[config.mk]
export PLATFORM = sky130hd
export DESIGN_NAME = tick_timer
export DESIGN_NICKNAME = d
export VERILOG_FILES = /design/src/rtl/tt_pkg.sv /design/src/rtl/tt_match.sv /design/src/rtl/tt_counter.sv /design/src/rtl/tt_ctrl_reg.sv /design/src/rtl/tick_timer.sv
export SDC_FILE = /design/constraint.sdc
export NUM_CORES = 1
export LEC_CHECK = 0
export BUFFER_PORTS_ARGS = -buffer_cell sky130_fd_sc_hd__buf_4
export CAP_MARGIN = 20
export CORE_ASPECT_RATIO = 1.5
export CORE_UTILIZATION = 55
export CTS_CLUSTER_DIAMETER = 150
export CTS_CLUSTER_SIZE = 24
export DETAILED_ROUTE_END_ITERATION = 7
export GPL_ROUTABILITY_DRIVEN = 0
export PLACE_DENSITY = 0.88
export SETUP_SLACK_MARGIN = 0.15
export SLEW_MARGIN = 10
export SYNTH_ARGS = -nofsm -noshare
export SYNTH_HDL_FRONTEND = slang
export SYNTH_SLANG_ARGS = --single-unit
export TNS_END_PERCENT = 30
[constraint.sdc]
create_clock -name clk -period 3.4 [get_ports clk]
set_clock_uncertainty 0.15 [all_clocks]
set_input_delay 0.17 -clock clk [delete_from_list [all_inputs] [get_ports clk]]
set_output_delay 0.17 -clock clk [all_outputs]
set_load 0.005 [all_outputs]
[src/rtl/tt_pkg.sv]
package tt_pkg;

    localparam int TT_DATA_W   = 32;
    localparam int TT_CNT_W    = 28;
    localparam int TT_PEND_BIT = 28;

    typedef enum logic [1:0] {
        TT_OFF     = 2'b00,
        TT_RESTART = 2'b01,
        TT_STOP    = 2'b10,
        TT_CONT    = 2'b11
    } tt_mode_e;

    typedef enum logic {
        TT_SEL_COUNT = 1'b0,
        TT_SEL_CTRL  = 1'b1
    } tt_sel_e;

    typedef struct packed {
        tt_mode_e              mode;
        logic                  ie;
        logic                  pend;
        logic [TT_CNT_W-1:0]   period;
    } tt_ctrl_t;

    // Next count value when no software write is present.
    function automatic logic [TT_CNT_W-1:0] tt_next_count(
        input tt_mode_e            m,
        input logic                hit,
        input logic [TT_CNT_W-1:0] c
    );
        logic [TT_CNT_W-1:0] inc;
        inc = c + TT_CNT_W'(1);
        unique case (m)
            TT_OFF:     return c;
            TT_RESTART: return hit ? '0 : inc;
            TT_STOP:    return hit ? c : inc;
            default:    return inc;
        endcase
    endfunction

    function automatic logic [TT_DATA_W-1:0] tt_count_word(
        input logic [TT_CNT_W-1:0] c
    );
        return {{(TT_DATA_W-TT_CNT_W){1'b0}}, c};
    endfunction

endpackage

[src/rtl/tt_match.sv]
module tt_match #(
    parameter int W = 28
) (
    input  logic [W-1:0] cnt,
    input  logic [W-1:0] period,
    output logic         hit
);
    always_comb hit = (cnt == period);
endmodule

[src/rtl/tt_counter.sv]
module tt_counter
    import tt_pkg::*;
(
    input  logic                clk,
    input  logic                rst,
    input  logic                load,
    input  logic [TT_CNT_W-1:0] load_val,
    input  tt_mode_e            mode,
    input  logic                hit,
    output logic [TT_CNT_W-1:0] cnt_q
);
    logic [TT_CNT_W-1:0] cnt_d;

    always_comb begin
        if (load) cnt_d = load_val;
        else      cnt_d = tt_next_count(mode, hit, cnt_q);
    end

    always_ff @(posedge clk) begin
        if (rst) cnt_q <= '0;
        else     cnt_q <= cnt_d;
    end
endmodule

[src/rtl/tt_ctrl_reg.sv]
module tt_ctrl_reg
    import tt_pkg::*;
(
    input  logic     clk,
    input  logic     rst,
    input  logic     wr,
    input  tt_ctrl_t wr_word,
    input  logic     hit,
    output tt_ctrl_t ctrl_q
);
    logic     set_pend;
    logic     keep_pend;
    tt_ctrl_t ctrl_d;

    always_comb begin
        set_pend  = hit & ctrl_q.ie;
        keep_pend = ctrl_q.pend & (~wr | wr_word.pend);
        ctrl_d    = ctrl_q;
        if (wr) begin
            ctrl_d.mode   = wr_word.mode;
            ctrl_d.ie     = wr_word.ie;
            ctrl_d.period = wr_word.period;
        end
        ctrl_d.pend = set_pend | keep_pend;
    end

    always_ff @(posedge clk) begin
        if (rst) ctrl_q <= '0;
        else     ctrl_q <= ctrl_d;
    end
endmodule

[src/rtl/tick_timer.sv]
module tick_timer
    import tt_pkg::*;
(
    input  logic                 clk,
    input  logic                 rst,
    input  logic                 tick_en,
    input  logic                 reg_sel,
    input  logic                 reg_we,
    input  logic [TT_DATA_W-1:0] reg_wdata,
    output logic [TT_DATA_W-1:0] reg_rdata,
    output logic                 irq
);
    logic                cnt_wr;
    logic                ctrl_wr;
    logic                hit;
    logic [TT_CNT_W-1:0] cnt_q;
    tt_ctrl_t            ctrl_q;
    tt_ctrl_t            wr_word;

    always_comb begin
        cnt_wr  = reg_we & (tt_sel_e'(reg_sel) == TT_SEL_COUNT);
        ctrl_wr = reg_we & (tt_sel_e'(reg_sel) == TT_SEL_CTRL);
        wr_word = tt_ctrl_t'(reg_wdata);
    end

    tt_match #(.W(TT_CNT_W)) u_match (
        .cnt    (cnt_q),
        .period (ctrl_q.period),
        .hit    (hit)
    );

    tt_counter u_cnt (
        .clk      (clk),
        .rst      (rst),
        .load     (cnt_wr),
        .load_val (reg_wdata[TT_CNT_W-1:0]),
        .mode     (ctrl_q.mode),
        .hit      (hit),
        .cnt_q    (cnt_q)
    );

    tt_ctrl_reg u_ctrl (
        .clk     (clk),
        .rst     (rst),
        .wr      (ctrl_wr),
        .wr_word (wr_word),
        .hit     (hit),
        .ctrl_q  (ctrl_q)
    );

    always_comb begin
        reg_rdata = (tt_sel_e'(reg_sel) == TT_SEL_CTRL) ? TT_DATA_W'(ctrl_q)
                                                       : tt_count_word(cnt_q);
        irq       = ctrl_q.pend & ctrl_q.ie & tick_en;
    end
endmodule

==> impl_metrics.env <==
export IMPL_cts_sinks=60
export IMPL_cts_tree="yes"
export IMPL_netlist_top_cells_area="dfxtp_1, nand2_1, xnor2_1"
export IMPL_path_delay_family="simple AND/OR/NAND/NOR gates"
export IMPL_synth_top_area_cell="dfxtp_1"
export IMPL_crit_chain="xnor2_1, nand4_1, nor4_1, a21o_1, nor2b_2, a32oi_1, a21oi_1"
export IMPL_ys_ff_latch=60
export IMPL_synthTopCellsByCount="nand2_1, dfxtp_1, a21oi_1"
export IMPL_crit_required_ns=3.53
export IMPL_hpwlAfterDp_um=6824
export IMPL_ios=70
export IMPL_leakagePower_nw=1.725
export IMPL_path_class="reg -> reg"
export IMPL_grt_pass1_wl_um=17140
export IMPL_ys_types=39
export IMPL_final_cells=637
export IMPL_clkTransAtPathRegs_ns=0.07
export IMPL_worst_pin_slew_ns=0.9846
export IMPL_rsz0062_at_grt="no"
export IMPL_port_buffers=69
export IMPL_clk_latency_ns=0.36
export IMPL_slowest_delay_ns=0.85
export IMPL_drv_slew=0
export IMPL_ys_warn_count=0
export IMPL_hold_class="in -> reg"
export IMPL_dieArea_um2=6676
export IMPL_cp_end_kind="flip-flop"
export IMPL_start_util=0.5694
export IMPL_antenna_cells=0
export IMPL_worstSetupStartpointType="flip-flop"
export IMPL_drt_initial_drc_count=298
export IMPL_htreeDepth=3
export IMPL_viasPerCell=5.914
export IMPL_synthesis_nets=510
export IMPL_avgSynthCellArea_um2=7.396
export IMPL_wirelength_um=10440
export IMPL_layout_nets=596
export IMPL_finalHoldViolations=0
export IMPL_ys_flop_type="dfxtp_1"
export IMPL_overflow=0
export IMPL_ir_drop_mv=0.3563
export IMPL_drt_wirelength_per_cell_um=16.39
export IMPL_post_route_drc_count=0
export IMPL_die_y_um=99.57
export IMPL_seq_area_frac_synth=0.3441
export IMPL_relSlewSlack=0.3406
export IMPL_grt_max_degree=63
export IMPL_maxCapViolations=0
export IMPL_antenna_found_initial=0
export IMPL_cts_root_buf="clkbuf_8"
export IMPL_synthCells=472
export IMPL_nFillCells=445
export IMPL_grt_pass1_vias=3703
export IMPL_firstDrtPassIters=5
export IMPL_max_freq_mhz=359.1
export IMPL_power_density_nw_per_um2=413.0
export IMPL_rows=35
export IMPL_fp_dieW_um=67.05
export IMPL_drive_gt1_frac=0.2114
export IMPL_placed_cells=589
export IMPL_final_antenna_net_count=0
export IMPL_cp_max_fo=21
export IMPL_critPathSlowestCell="nor2b_2"
export IMPL_syn_to_final_growth_pct=30.72
export IMPL_min_period_over_period=0.8192
export IMPL_finalCriticalPeriod_ns=2.785
export IMPL_setup_violations_final=0
export IMPL_worst_ep_arrival_time_ns=2.91
export IMPL_coreArea_um2=6131
export IMPL_outcome="finished, final reports clean"
export IMPL_clock_path_buffers=2
export IMPL_track_usage=0.3394
export IMPL_cts_made_buffers=9
export IMPL_finalSetupTns_ns=0
export IMPL_netlist_area_leader_share=0.3441
export IMPL_via_count=3767
export IMPL_async_flop_share=0
export IMPL_post_synth_top_count_cell="nand2_1"
export IMPL_fin_ws_ns=0.6149
export IMPL_syn_cell_area_um2=3491
export IMPL_timing_critical_path_buf_inv=0
export IMPL_fin_util=0.7443
export IMPL_pre_cts_ws_ns=0.6985
export IMPL_synth_edf_count=0
-- per-layer routing --
metal / up-vias / share of wire / track usage
li1: 1804 / - / -
met1: 1732 / 0.37 / 0.3587
met2: 187 / 0.51 / 0.5685
met3: 44 / 0.071 / 0.08716
met4: 0 / 0.055 / 0.2340
met5: - / 0 / 0
-- where the power goes --
group	switching, mW	internal (mW)	total (mW)
registers	0.0471	0.739	0.786
clock network	0.286	0.470	0.756
logic	0.178	0.165	0.342
total	0.511	1.37	1.88
-- per-stage QoR --
step                power (mW)  hold slack, ns  cell area, um2
finish                   1.885         0.02256            4563
global route             1.959         0.05698            4563
CTS                      1.880         0.01671            4563
detailed placement       1.103          0.2771            4008
global placement         1.093          0.2727            4008
floorplan               0.9813          0.1551            3491
-- flip-flops by register name, summed over array words and instances (netlist names) --
register       cells
u_ctrl.ctrl_q     32
u_cnt.cnt_q       28
-- cells in the final DEF (no fill, tap or decap), types with 9 or more instances in the layout --
| master | count |
|---|---|
| nand2_1 | 116 |
| buf_4 | 76 |
| dfxtp_1 | 60 |
| a21oi_1 | 46 |
| o21ai_0 | 36 |
| dlygate4sd3_1 | 32 |
| xnor2_1 | 27 |
| nor2_1 | 21 |
| mux2_2 | 19 |
| nand4_1 | 15 |
| inv_1 | 13 |
| clkbuf_8 | 12 |
| and3_1 | 9 |
| a31oi_1 | 9 |
-- worst reg2reg max path, cell delays in order, from the launching register on --
cell	delay, ns
dfxtp_1	0.50
xnor2_1	0.18
nand4_1	0.17
nor4_1	0.07
a21o_1	0.39
nor2b_2	0.85
a32oi_1	0.23
a21oi_1	0.17
-- area by class of cell --
class / count / area [um2] / area share
repair buffers: 108 / 890.9 / 0.1952
clock buffers: 12 / 165.2 / 0.03619
multi-input cells: 366 / 2095 / 0.4590
clock inverters: 4 / 70.07 / 0.01536
flip-flops and latches: 60 / 1201 / 0.2632
inverters: 13 / 48.80 / 0.01069
well taps: 74 / 92.59 / 0.02029
-- timing repair --
item	CTS	global route
resized for setup	0	0
buffers inserted	0	0
hold buffers	32	0
hold endpoints to repair	58	0
-- cell families (layout without fill, tap and decap cells) --
family | after synthesis | count (layout) | synth area share
fa+ha+maj | 1 | 1 | 0.003584
xor+xnor | 28 | 28 | 0.07240
mux | 19 | 19 | 0.06129
compound gates | 115 | 115 | 0.1910
simple gates | 203 | 203 | 0.2692
buf+inv | 46 | 137 | 0.05842
flops | 60 | 60 | 0.3441
-- path summary, 6_finish.rpt --
check             slack [ns]                 to  cells past startpoint               from
setup / recovery        0.61     u_cnt.cnt_q[9]                      7    u_cnt.cnt_q[10]
hold / removal          0.02  u_ctrl.ctrl_q[25]                      4             reg_we
setup reg to reg        0.61     u_cnt.cnt_q[9]                      7    u_cnt.cnt_q[10]
hold reg to reg         0.33  u_ctrl.ctrl_q[29]                      2  u_ctrl.ctrl_q[29]
No activity file was read; power rests on OpenSTA's default activity.
